<file path="src/rtl/rename_pkg.sv">
package rename_pkg;

    localparam int NUM_ARCH  = 8;
    localparam int NUM_PHYS  = 16;
    localparam int AREG_W    = $clog2(NUM_ARCH);
    localparam int TAG_W     = $clog2(NUM_PHYS);
    localparam int FL_DEPTH  = NUM_PHYS;
    localparam int FL_PTR_W  = $clog2(FL_DEPTH);
    localparam int FL_CNT_W  = FL_PTR_W + 1;
    localparam int FL_INIT_N = 4;

    // Reset mapping of architectural register index k (r(k+1)).
    function automatic logic [TAG_W-1:0] rat_reset_tag(input int k);
        case (k)
            0:       return TAG_W'(12);
            1:       return TAG_W'(6);
            2:       return TAG_W'(9);
            3:       return TAG_W'(15);
            4:       return TAG_W'(1);
            5:       return TAG_W'(10);
            6:       return TAG_W'(8);
            7:       return TAG_W'(14);
            default: return '0;
        endcase
    endfunction

    // Free-list contents at reset, head first.
    function automatic logic [TAG_W-1:0] fl_reset_tag(input int k);
        case (k)
            0:       return TAG_W'(5);
            1:       return TAG_W'(11);
            2:       return TAG_W'(13);
            3:       return TAG_W'(4);
            default: return '0;
        endcase
    endfunction

    typedef struct packed {
        logic [NUM_ARCH-1:0][TAG_W-1:0] map;
    } rat_state_t;

    typedef struct packed {
        logic [FL_DEPTH-1:0][TAG_W-1:0] mem;
        logic [FL_PTR_W-1:0]            head;
        logic [FL_PTR_W-1:0]            tail;
        logic [FL_CNT_W-1:0]            cnt;
    } fl_state_t;

endpackage

</file>
<file path="src/rtl/rename_rat.sv">
module rename_rat
    import rename_pkg::*;
#(
    parameter int NUM_RD = 6
) (
    input  logic                          clk,
    input  logic                          rst_n,
    input  logic [NUM_RD-1:0][AREG_W-1:0] rd_areg,
    output logic [NUM_RD-1:0][TAG_W-1:0]  rd_tag,
    input  logic                          wr0_en,
    input  logic [AREG_W-1:0]             wr0_areg,
    input  logic [TAG_W-1:0]              wr0_tag,
    input  logic                          wr1_en,
    input  logic [AREG_W-1:0]             wr1_areg,
    input  logic [TAG_W-1:0]              wr1_tag
);

    rat_state_t st_q, st_d;

    for (genvar r = 0; r < NUM_RD; r++) begin : g_rd
        assign rd_tag[r] = st_q.map[rd_areg[r]];
    end

    always_comb begin
        st_d = st_q;
        if (wr0_en) st_d.map[wr0_areg] = wr0_tag;
        // the younger write lands last so it wins on a shared register
        if (wr1_en) st_d.map[wr1_areg] = wr1_tag;
    end

    always_ff @(posedge clk) begin
        if (!rst_n) begin
            for (int k = 0; k < NUM_ARCH; k++) st_q.map[k] <= rat_reset_tag(k);
        end else begin
            st_q <= st_d;
        end
    end

endmodule

</file>
<file path="src/rtl/rename_freelist.sv">
module rename_freelist
    import rename_pkg::*;
(
    input  logic                clk,
    input  logic                rst_n,
    input  logic [1:0]          pop_n,
    input  logic                push0_v,
    input  logic [TAG_W-1:0]    push0_tag,
    input  logic                push1_v,
    input  logic [TAG_W-1:0]    push1_tag,
    output logic [TAG_W-1:0]    head0_tag,
    output logic [TAG_W-1:0]    head1_tag,
    output logic [FL_CNT_W-1:0] count
);

    fl_state_t st_q, st_d;

    assign head0_tag = st_q.mem[st_q.head];
    assign head1_tag = st_q.mem[st_q.head + FL_PTR_W'(1)];
    assign count     = st_q.cnt;

    always_comb begin
        logic [FL_PTR_W-1:0] wptr;
        st_d = st_q;
        wptr = st_q.tail;
        if (push0_v) begin
            st_d.mem[wptr] = push0_tag;
            wptr           = wptr + FL_PTR_W'(1);
        end
        if (push1_v) begin
            st_d.mem[wptr] = push1_tag;
            wptr           = wptr + FL_PTR_W'(1);
        end
        st_d.tail = wptr;
        st_d.head = st_q.head + FL_PTR_W'(pop_n);
        st_d.cnt  = st_q.cnt + FL_CNT_W'(push0_v) + FL_CNT_W'(push1_v)
                    - FL_CNT_W'(pop_n);
    end

    always_ff @(posedge clk) begin
        if (!rst_n) begin
            for (int k = 0; k < FL_DEPTH; k++) st_q.mem[k] <= fl_reset_tag(k);
            st_q.head <= '0;
            st_q.tail <= FL_PTR_W'(FL_INIT_N);
            st_q.cnt  <= FL_CNT_W'(FL_INIT_N);
        end else begin
            st_q <= st_d;
        end
    end

endmodule

</file>
<file path="src/rtl/rename_unit.sv">
module rename_unit
    import rename_pkg::*;
(
    input  logic                clk,
    input  logic                rst_n,
    input  logic                in0_valid,
    input  logic                in0_has_dst,
    input  logic [AREG_W-1:0]   in0_src_a,
    input  logic [AREG_W-1:0]   in0_src_b,
    input  logic [AREG_W-1:0]   in0_dst,
    input  logic                in1_valid,
    input  logic                in1_has_dst,
    input  logic [AREG_W-1:0]   in1_src_a,
    input  logic [AREG_W-1:0]   in1_src_b,
    input  logic [AREG_W-1:0]   in1_dst,
    input  logic                rel0_valid,
    input  logic [TAG_W-1:0]    rel0_tag,
    input  logic                rel1_valid,
    input  logic [TAG_W-1:0]    rel1_tag,
    output logic                ren_stall,
    output logic                out0_valid,
    output logic [TAG_W-1:0]    out0_src_a_tag,
    output logic [TAG_W-1:0]    out0_src_b_tag,
    output logic [TAG_W-1:0]    out0_dst_tag,
    output logic [TAG_W-1:0]    out0_prev_tag,
    output logic                out1_valid,
    output logic [TAG_W-1:0]    out1_src_a_tag,
    output logic [TAG_W-1:0]    out1_src_b_tag,
    output logic [TAG_W-1:0]    out1_dst_tag,
    output logic [TAG_W-1:0]    out1_prev_tag,
    output logic [FL_CNT_W-1:0] fl_count
);

    localparam int NUM_RD = 6;

    logic [NUM_RD-1:0][AREG_W-1:0] rd_areg;
    logic [NUM_RD-1:0][TAG_W-1:0]  rd_tag;
    logic [TAG_W-1:0]              head0_tag, head1_tag;
    logic                          need0, need1, accept;
    logic [1:0]                    need_n, pop_n;
    logic                          fwd_a, fwd_b, fwd_d;

    // read ports: slot0 a/b/dst, slot1 a/b/dst
    assign rd_areg = {in1_dst, in1_src_b, in1_src_a, in0_dst, in0_src_b, in0_src_a};

    assign need0  = in0_valid & in0_has_dst;
    assign need1  = in1_valid & in1_has_dst;
    assign need_n = {1'b0, need0} + {1'b0, need1};
    assign ren_stall = FL_CNT_W'(need_n) > fl_count;
    assign accept = ~ren_stall;
    assign pop_n  = accept ? need_n : 2'd0;

    assign fwd_a = need0 & (in1_src_a == in0_dst);
    assign fwd_b = need0 & (in1_src_b == in0_dst);
    assign fwd_d = need0 & (in1_dst   == in0_dst);

    always_comb begin
        out0_valid     = in0_valid & accept;
        out0_src_a_tag = rd_tag[0];
        out0_src_b_tag = rd_tag[1];
        out0_prev_tag  = rd_tag[2];
        out0_dst_tag   = head0_tag;

        out1_valid     = in1_valid & accept;
        out1_src_a_tag = fwd_a ? head0_tag : rd_tag[3];
        out1_src_b_tag = fwd_b ? head0_tag : rd_tag[4];
        out1_prev_tag  = fwd_d ? head0_tag : rd_tag[5];
        out1_dst_tag   = need0 ? head1_tag : head0_tag;
    end

    rename_rat #(.NUM_RD(NUM_RD)) u_rat (
        .clk      (clk),
        .rst_n    (rst_n),
        .rd_areg  (rd_areg),
        .rd_tag   (rd_tag),
        .wr0_en   (accept & need0),
        .wr0_areg (in0_dst),
        .wr0_tag  (out0_dst_tag),
        .wr1_en   (accept & need1),
        .wr1_areg (in1_dst),
        .wr1_tag  (out1_dst_tag)
    );

    rename_freelist u_fl (
        .clk       (clk),
        .rst_n     (rst_n),
        .pop_n     (pop_n),
        .push0_v   (rel0_valid),
        .push0_tag (rel0_tag),
        .push1_v   (rel1_valid),
        .push1_tag (rel1_tag),
        .head0_tag (head0_tag),
        .head1_tag (head1_tag),
        .count     (fl_count)
    );

endmodule

</file>
<file path="config.mk">
export PLATFORM = sky130hd
export DESIGN_NAME = rename_unit
export DESIGN_NICKNAME = d
export VERILOG_FILES = /design/src/rtl/rename_pkg.sv /design/src/rtl/rename_rat.sv /design/src/rtl/rename_freelist.sv /design/src/rtl/rename_unit.sv
export SDC_FILE = /design/constraint.sdc
export NUM_CORES = 1
export LEC_CHECK = 0
export ABC_AREA = 1
export ABC_CLOCK_PERIOD_IN_PS = 5100
export BUFFER_PORTS_ARGS = -buffer_cell sky130_fd_sc_hd__buf_4
export CAP_MARGIN = 25
export CORE_MARGIN = 3
export CORE_UTILIZATION = 55
export CTS_BUF_LIST = sky130_fd_sc_hd__clkbuf_8
export CTS_CLUSTER_DIAMETER = 50
export DETAILED_ROUTE_END_ITERATION = 8
export GPL_TIMING_DRIVEN = 0
export PLACE_DENSITY = 0.75
export RECOVER_POWER = 100
export SLEW_MARGIN = 10
export SYNTH_ARGS = -nofsm -noshare
export SYNTH_HDL_FRONTEND = slang
export SYNTH_SLANG_ARGS = --single-unit
export TNS_END_PERCENT = 100
</file>
<file path="constraint.sdc">
create_clock -name clk -period 5.1 [get_ports clk]
set_clock_uncertainty 0.15 [all_clocks]
set_input_delay 0.765 -clock clk [delete_from_list [all_inputs] [get_ports clk]]
set_output_delay 0.765 -clock clk [all_outputs]
set_load 0.1 [all_outputs]
</file>
==> results, run 1 <==
- The starting utilization of the core area is 0.573.
- The maximum cell stage delay along the critical path is 870 ps.
- The post-detailed-routing wire length is about 35,000 µm.
- The worst pin sits at a relative slew slack of 0.211.
- The dominant delay contributor by cell family on the critical path is simple AND/OR/NAND/NOR gates.
- The via count is approximately 11,000.
- The area growth from synthesis to layout is 8.49%.
- The top achievable clock speed is around 220 MHz.
- The net total in the final layout is 1,640.
- The initial antenna violation count is 1.
- The fraction of layout cells with a size suffix above 1 is 0.0598.
- The worst-case vdd ir drop is 0.417 mV.
- Ranked by total cell area, the synthesized netlist is headed by sky130_fd_sc_hd__dfxtp_1, sky130_fd_sc_hd__nand2_1, sky130_fd_sc_hd__nand3_1, sky130_fd_sc_hd__o21ai_0, sky130_fd_sc_hd__a21oi_1.
- The actual slew at the worst max-slew pin is 1190 ps.
- The required time of the critical path is 4180 ps.
- Synthesis handed over a netlist of 1,507 instances.
- The cell at the root of the clock tree is sky130_fd_sc_hd__clkbuf_8.
- The clock latency on the worst-skew pair is about 410 ps.
- The tree built by TritonCTS fans out to approximately 110 sinks.
- The leakage power is ~0.0044 µW.
- STA classifies the critical path startpoint as a register.
- The number of global-route vias before repair was around 9,400.
- Data on the critical path arrives at its endpoint at 3580 ps.
- The number of inserted filler cells in the final layout is 1,596.
- The largest buffer count on any clock path is 2.
- The horizontal die dimension is 133 µm.
- The type of the worst min-delay path is register to register.
- The launching point of the worst reg2reg path is u_fl.count[1].
- The critical path goes through buf_4, inv_2, buf_4, nand2_1, nand3_1, nand2_1, nor2_1, nand2_1, nand2_1, nand2_4, nand2_1, clkbuf_1.
- In the finished design, the share of the clock period the worst path needs comes to 0.882.
- The routability-driven placement congestion ratio is approximately 1.1.
- The height of the chip is between 100 and 150 µm.
- The total count of hold-check failures in the final report came to 0.
- The detailed router finished its first iteration with 1,858 violations.
- The areal power density over the cells is around 350 mW/mm².
- The number of buffers added to fix hold violations after cts is 0.
- The TritonCTS buffer count is 9.
- The routed via count divided by cell count is 6.14.
- Total power for the finished layout comes to roughly 3300 µW.
- Counting flops and latches in the post-synthesis netlist gives 109.
- For this run, design rule violations remaining after detail routing come to 0.
- The sequential area share after synthesis is 0.246.
- The synthesized area per cell is 5.89 µm².
- The flow ran to the end, and the final reports show no timing, DRC or antenna violations.
- Entering global routing, the biggest net connects 21 pins.
- The area enclosed by the die boundary is 0.0177 mm².
- The number of antenna-violating nets in the routed design is 0.
- The kind of capture point of the worst setup path is an output port.
- The start point of the critical path is u_fl.st_q[9].
- The max-capacitance violation count is 0.
- Setup total negative slack on the finished layout was measured at 0 ps.
- The peak fanout along the critical path is 10.
- The share of synthesized area in the top cell type comes to 0.246.
- The total congestion overflow after global routing is 0.
- In the global route stage, overall resource usage came out at 0.376.
- By instance count, the cell type seen most on the critical path is sky130_fd_sc_hd__nand2_1.
- The setup-violating endpoint count in the final report is 0.
- The combined area of all synthesized cells is 0.00887 mm².
- The sum of net half-perimeters after detailed placement is 25,800 µm.
- The leading area contributor after synthesis is sky130_fd_sc_hd__dfxtp_1.
- The slowest stage of the critical path belongs to the cell sky130_fd_sc_hd__clkbuf_1.
- The total I/O pin count is between 70 and 80.
- TritonCTS built the clock tree.
- The first-pass GRT wire length is 52,500 µm.
- The type of the worst setup path is register to output port.
- The worst hold path begins at u_rat.st_q[5].
- Together, buffers and inverters on the worst path number 4.
- The repair_antennas step left the layout with diodes totalling 0.
- The number of nets produced by synthesis is around 1,600.
- The number of pins with negative max-slew slack in the final report is 0.
- Before antenna repair, the detailed router went through 7 iterations.
- The clock transition at the registers of the reported paths is about 130 ps.
- The placeable core region is between 0.015 and 0.02 mm².
- After detailed routing, the average wire length per cell comes to 19.2 µm.
- The worst path in the final design needs a cycle of 4500 ps, including I/O delays and setup.
- The number of resized instances in the post-cts repair step is 0.
- The buffer count from post-CTS setup fixing is 0.
- The number of buffers added on ports is 65.
- The floorplan has 45 rows.
- During synthesis, Yosys emitted a total of 0 warnings.
- The count of unique library cells instantiated by Yosys is 37.
- The level count of the clock H-tree is 3.
- Setup repair after global routing left no endpoint under its margin.
## where the power goes
| group | switching, µW | internal [µW] | leakage, µW |
|---|---|---|---|
| registers | 70.4 | 915 | 0.000886 |
| logic | 1360 | 393 | 0.00340 |
| clock network | 349 | 238 | 0.000102 |
## synthesized netlist by cell type (all sizes together)
cell type  instances
a211oi             2
a21oi            162
a221oi             9
a22oi              6
a31oi             15
buf               31
clkbuf            30
clkinv            10
dfxtp            109
fa                 3
ha                20
inv              182
nand2            395
nand3            199
nand4              2
nor2              87
nor3              19
o2111ai            4
o211ai             7
o21ai            190
o22ai             15
o2bb2ai            1
xnor2              3
xor2               6
## area by class of cell
| class | count | area, µm² | share of cell area |
|---|---|---|---|
| repair buffers | 65 | 355 | 0.0369 |
| inverters | 192 | 722 | 0.0750 |
| clock buffers | 9 | 124 | 0.0129 |
| clock inverters | 7 | 95.1 | 0.00988 |
| plain buffers | 61 | 305 | 0.0317 |
| flip-flops and latches | 109 | 2180 | 0.227 |
| multi-input cells | 1145 | 5580 | 0.579 |
| well taps | 211 | 264 | 0.0274 |
## path summary, 6_finish.rpt
kind,slack [ps],cells after the start,end
setup / recovery,600,12,out1_dst_tag[3]
hold / removal,440,4,u_rat.st_q[5]
setup reg to reg,2030,17,u_fl.count[4]
hold reg to reg,440,4,u_rat.st_q[5]
## stage by stage
step	setup WS, ps	instances	utilization	hold WS [ps]	cell area, µm²
4_1_cts	1040	1799	0.636	439	9840
6_report	603	1799	0.622	437	9630
3_3_place_gp	633	1783	0.622	400	9620
5_1_grt	400	1799	0.622	488	9630
2_1_floorplan	373	1507	-	379	8870
3_5_place_dp	605	1783	0.622	409	9620
## cell families after synthesis
logic type,count (synthesis),synth area share
adder cells (fa/ha/maj),23,0.0350
AND/OR/NAND/NOR,702,0.344
AO/OA/AOI/OAI,411,0.246
XOR/XNOR,9,0.0127
flip-flops,109,0.246
buffers and inverters,253,0.116
## tightest hold or removal path, stage by stage (launching register included)
cell,delay (ps)
sky130_fd_sc_hd__dfxtp_1,350
sky130_fd_sc_hd__nand2_1,50
sky130_fd_sc_hd__nand3_1,70
sky130_fd_sc_hd__nand2_1,50
sky130_fd_sc_hd__nand2_1,40
## placed cells by master (no fill, tap or decap), types with 15 or more instances in the layout
cell / n
sky130_fd_sc_hd__a21oi_1: 162
sky130_fd_sc_hd__a31oi_1: 15
sky130_fd_sc_hd__buf_4: 42
sky130_fd_sc_hd__clkbuf_1: 66
sky130_fd_sc_hd__dfxtp_1: 109
sky130_fd_sc_hd__ha_1: 20
sky130_fd_sc_hd__inv_1: 179
sky130_fd_sc_hd__nand2_1: 385
sky130_fd_sc_hd__nand3_1: 199
sky130_fd_sc_hd__nor2_1: 84
sky130_fd_sc_hd__nor3_1: 19
sky130_fd_sc_hd__o21ai_0: 188
sky130_fd_sc_hd__o22ai_1: 15
## metal layers
layer | global-route usage | vias to the layer above | routed length, µm
li1 | - | 5176 | -
met1 | 0.545 | 4964 | 13900
met2 | 0.531 | 781 | 14200
met3 | 0.111 | 116 | 5250
met4 | 0.123 | 2 | 1200
met5 | 0 | - | 9
## sequential cells by signal, indices dropped and copies added (netlist names)
register / count
u_fl.st_q: 72
u_rat.st_q: 32
u_fl.count: 5
No activity file was read; power rests on OpenSTA's default activity.
==> run 2, diff against run 1 <==
- ABC_AREA: 1 -> not set
- GPL_ROUTABILITY_DRIVEN: not set -> 0
==> results, run 2 <==
- Synth top area cells: sky130_fd_sc_hd__dfxtp_1, sky130_fd_sc_hd__mux4_2, sky130_fd_sc_hd__mux2i_1, sky130_fd_sc_hd__o211a_1, sky130_fd_sc_hd__nand3_1 (was sky130_fd_sc_hd__dfxtp_1, sky130_fd_sc_hd__nand2_1, sky130_fd_sc_hd__nand3_1, sky130_fd_sc_hd__o21ai_0, sky130_fd_sc_hd__a21oi_1).
- The slowest cell on the critical path is sky130_fd_sc_hd__clkbuf_1 (unchanged).
- CP Cell Sequence: ha_1, clkbuf_1, clkbuf_1, mux4_2, mux2i_1, nand3_1, o211ai_1, inv_1, buf_4 (was buf_4, inv_2, buf_4, nand2_1, nand3_1, nand2_1, nor2_1, nand2_1, nand2_1, nand2_4, nand2_1, clkbuf_1).
- The number of inserted filler cells in the final layout is 1,364 (was 1,596).
- The number of synthesized flops with an enable pin is 0 (unchanged).
- The type of the worst min-delay path is register to register (unchanged).
- The number of antenna-violating nets in the routed design was 0 (unchanged).
- The placeable core region is 0.0154 mm² (was 0.0155 mm²).
- The fraction of the mapped netlist area in simple logic gates was 0.180 (was 0.344).
- The worst slack at placement is 389 ps (was 605 ps).
- The warning count from the yosys run was 0 (unchanged).
- The kind of capture point of the worst setup path was an output port (unchanged).
- The average detailed-routed wire length per instance is 22.7 µm (was 19.2 µm).
- The largest net degree at the start of global routing is 17 (was 21).
- The horizontal die dimension is 132 µm (was 133 µm).
- The adder and majority cell fraction of the synthesized area was 0.0355 (was 0.0350).
- The buffering stage count on the worst path with inverters included is 4 (unchanged).
- The accumulated negative setup slack came to 0 ps (unchanged).
- The antenna cell count is 0 (unchanged).
- The required time of the critical path is 4180 ps (about the same).
- The leading area contributor after synthesis is sky130_fd_sc_hd__dfxtp_1 (unchanged).
- The total I/O pin count was 74 (unchanged).
- The buffer count from post-CTS setup fixing is 0 (unchanged).
- The total congestion overflow after global routing is 0 (unchanged).
- The post-synthesis share of cell area spent on xor and xnor gates is 0.0249 (was 0.0127).
- The minimum clock period after layout is 4650 ps (was 4500 ps).
- The starting utilization of the core area is 0.569 (was 0.573).
- The first-pass GRT wire length is 41,100 µm (was 52,500 µm).
- The number of global-route vias before repair was 7,453 (was 9,448).
- The total count of hold-check failures in the final report was 0 (unchanged).
- The worst setup slack after layout is 451 ps (was 603 ps).
- The number of sinks handled by clock tree synthesis is 109 (unchanged).
- The sum of net half-perimeters after detailed placement was 19,400 µm (was 25,800 µm).
- The relative slew slack is 0.0403 (was 0.211).
- The area enclosed by the die boundary came to 0.0175 mm² (was 0.0177 mm²).
- The leakage power came to 0.00406 µW (was 0.00439 µW).
- The cell type with the highest occurrence count on the critical path is sky130_fd_sc_hd__clkbuf_1 (was sky130_fd_sc_hd__nand2_1).
- The peak fanout along the critical path is 10 (unchanged).
- The largest register by flop count is u_fl.st_q (unchanged).
- Outcome: complete, no violations (unchanged).
- The number of resized instances in the post-cts repair step is 0 (unchanged).
- The number of buffers added on ports was 52 (was 65).
- The overall routing resource usage is 0.299 (was 0.376).
- The number of nets produced by synthesis is 947 (was 1,564).
- The number of flip-flops under the largest register name is 72 (unchanged).
- The hold-critical path depth is 3 (was 4).
- The top flip-flop cell by instance count after synthesis is sky130_fd_sc_hd__dfxtp_1 (unchanged).
- The count of unique library cells instantiated by Yosys was 54 (was 37).
- The number of register bits inferred by synthesis is 109 (unchanged).
- The final period utilization is 0.912 (was 0.882).
- The critical path launch point type is a register (unchanged).
- The height of the chip is 132 µm (was 133 µm).
- The areal power density over the cells is 343 mW/mm² (was 345 mW/mm²).
- The number of buffers added to fix hold violations after cts was 0 (unchanged).
- The dominant combinational cell family by area after synthesis was multiplexers (was simple AND/OR/NAND/NOR gates).
- The fraction of synthesis flops using an asynchronous set or reset pin came to 0 (unchanged).
- RSZ-0062 raised after global routing: false (unchanged).
- The count of routing violations after the opening detailed-route iteration is 814 (was 1,858).
- The setup-violating endpoint count in the final report is 0 (unchanged).
- The top achievable clock speed is 215 MHz (was 222 MHz).
- The sequential area share after synthesis is 0.249 (was 0.246).
- The net total in the final layout is 1,010 (was 1,640).
- The TritonCTS buffer count is 9 (unchanged).
- The clock latency on the worst-skew pair is 400 ps (was 410 ps).
- The type of the worst setup path was register to output port (unchanged).
- The cell depth of the worst flop-to-flop path is 14 (was 17).
- The area occupied by registers is 0.00218 mm² (unchanged).
- The maximum cell stage delay along the critical path is 620 ps (was 870 ps).
- The synthesized area per cell came to 9.83 µm² (was 5.89 µm²).
- The via count is 7,835 (was 11,000).
- The fraction of layout cells with a size suffix above 1 came to 0.195 (was 0.0598).
- The standard-cell row count is 45 (unchanged).
- The max-capacitance violation count is 0 (unchanged).
- The clock transition at the registers of the reported paths is 100 ps (was 130 ps).
- The critical path depth in cells is 9 (was 12).
- The largest buffer count on any clock path was 2 (unchanged).
- The number of detailed-routing iterations run before antenna repair was 5 (was 7).
- Most frequent cells in the layout: sky130_fd_sc_hd__nand2_1, sky130_fd_sc_hd__dfxtp_1, sky130_fd_sc_hd__nand3_1 (was sky130_fd_sc_hd__nand2_1, sky130_fd_sc_hd__nand3_1, sky130_fd_sc_hd__o21ai_0).
- The share of synthesized area spent on multiplexers came to 0.327 (was 0).
- The worst-case vdd ir drop is 0.173 mV (was 0.417 mV).
- The TritonCTS clock tree is built (unchanged).
- The area fraction in compound gates after synthesis was 0.125 (was 0.246).
- The post-detailed-routing wire length is 26,500 µm (was 34,600 µm).
- The commonest non-fill, non-tap cell in the layout was sky130_fd_sc_hd__nand2_1 (unchanged).
- The most numerous cell in the Yosys netlist is sky130_fd_sc_hd__nand2_1 (unchanged).
- The multi-input gate area in the final layout is 0.00594 mm² (was 0.00558 mm²).
- The combined area of all synthesized cells is 0.00875 mm² (was 0.00887 mm²).
- The actual slew at the worst max-slew pin is 1430 ps (was 1190 ps).
- The arrival time at the worst endpoint is 3730 ps (was 3580 ps).
- The post-route DRC violation count is 0 (unchanged).
- The area share of the largest cell type after synthesis is 0.249 (was 0.246).
- The cell at the root of the clock tree is sky130_fd_sc_hd__clkbuf_8 (unchanged).
- The number of pins with negative max-slew slack in the final report came to 0 (unchanged).
- The level count of the clock H-tree came to 3 (unchanged).
- The dominant delay contributor by cell family on the critical path is buffers and inverters (was simple AND/OR/NAND/NOR gates).
- Most instantiated cells after synthesis: sky130_fd_sc_hd__nand2_1, sky130_fd_sc_hd__dfxtp_1, sky130_fd_sc_hd__nand3_1 (was sky130_fd_sc_hd__nand2_1, sky130_fd_sc_hd__nand3_1, sky130_fd_sc_hd__o21ai_0).
- The area added between synthesis and finish came to 6.75% (was 8.49%).
- The number of instances in the synthesized netlist is 890 (was 1,507).
- The routed via count divided by cell count came to 6.71 (was 6.14).
- The initial antenna violation count is 0 (was 1).
[run 2: metal layers]
layer | GRT usage | share of wire | vias up
met5 | 0 | 0 | -
met4 | 0.138 | 0.048 | 0
met3 | 0.0492 | 0.093 | 113
met2 | 0.506 | 0.48 | 487
met1 | 0.376 | 0.38 | 3780
li1 | - | - | 3455
[run 2: cell type report]
| cell class | instances | area share |
|---|---|---|
| multi-input combinational | 672 | 0.636 |
| sequential | 109 | 0.234 |
| buffer | 87 | 0.0455 |
| timing repair buffer | 52 | 0.0296 |
| tap | 211 | 0.0283 |
| clock buffer | 10 | 0.0147 |
| inverter | 22 | 0.00884 |
| clock inverter | 5 | 0.00308 |
[run 2: path summary, 6_finish.rpt]
path                                    start               to  slack (ps)
worst max-delay path             u_fl.st_q[9]  out1_dst_tag[2]         450
worst min-delay path            u_fl.st_q[57]    u_fl.st_q[57]         470
worst max register to register  u_fl.count[1]    u_fl.count[4]        1470
worst min register to register  u_fl.st_q[57]    u_fl.st_q[57]         470
[run 2: power breakdown]
part	leakage, µW	switching (µW)	internal [µW]
combinational	0.00309	1160	535
sequential	0.000886	84.3	926
clock	0.0000853	313	185
[run 2: cell families after synthesis]
| group | count (synthesis) |
|---|---|
| simple gates | 307 |
| xor+xnor | 24 |
| flops | 109 |
| fa+ha+maj | 23 |
| mux | 184 |
| buf+inv | 109 |
| compound gates | 134 |
[run 2: per-stage QoR]
step	utilization	instances	hold slack, ps	power (µW)	cell area, µm²
2_1_floorplan	-	890	401	2380	8750
3_3_place_gp	0.612	1153	432	2740	9410
3_5_place_dp	0.612	1153	445	2770	9410
4_1_cts	0.623	1168	459	3250	9570
5_1_grt	0.608	1168	490	3350	9340
6_report	0.608	1168	467	3210	9340
[run 2: worst min-delay path: cells and delay by family (launching register included)]
kind | cells | cell delay (ps)
compound gates | 1 | 120
flops | 1 | 340
simple gates | 2 | 130
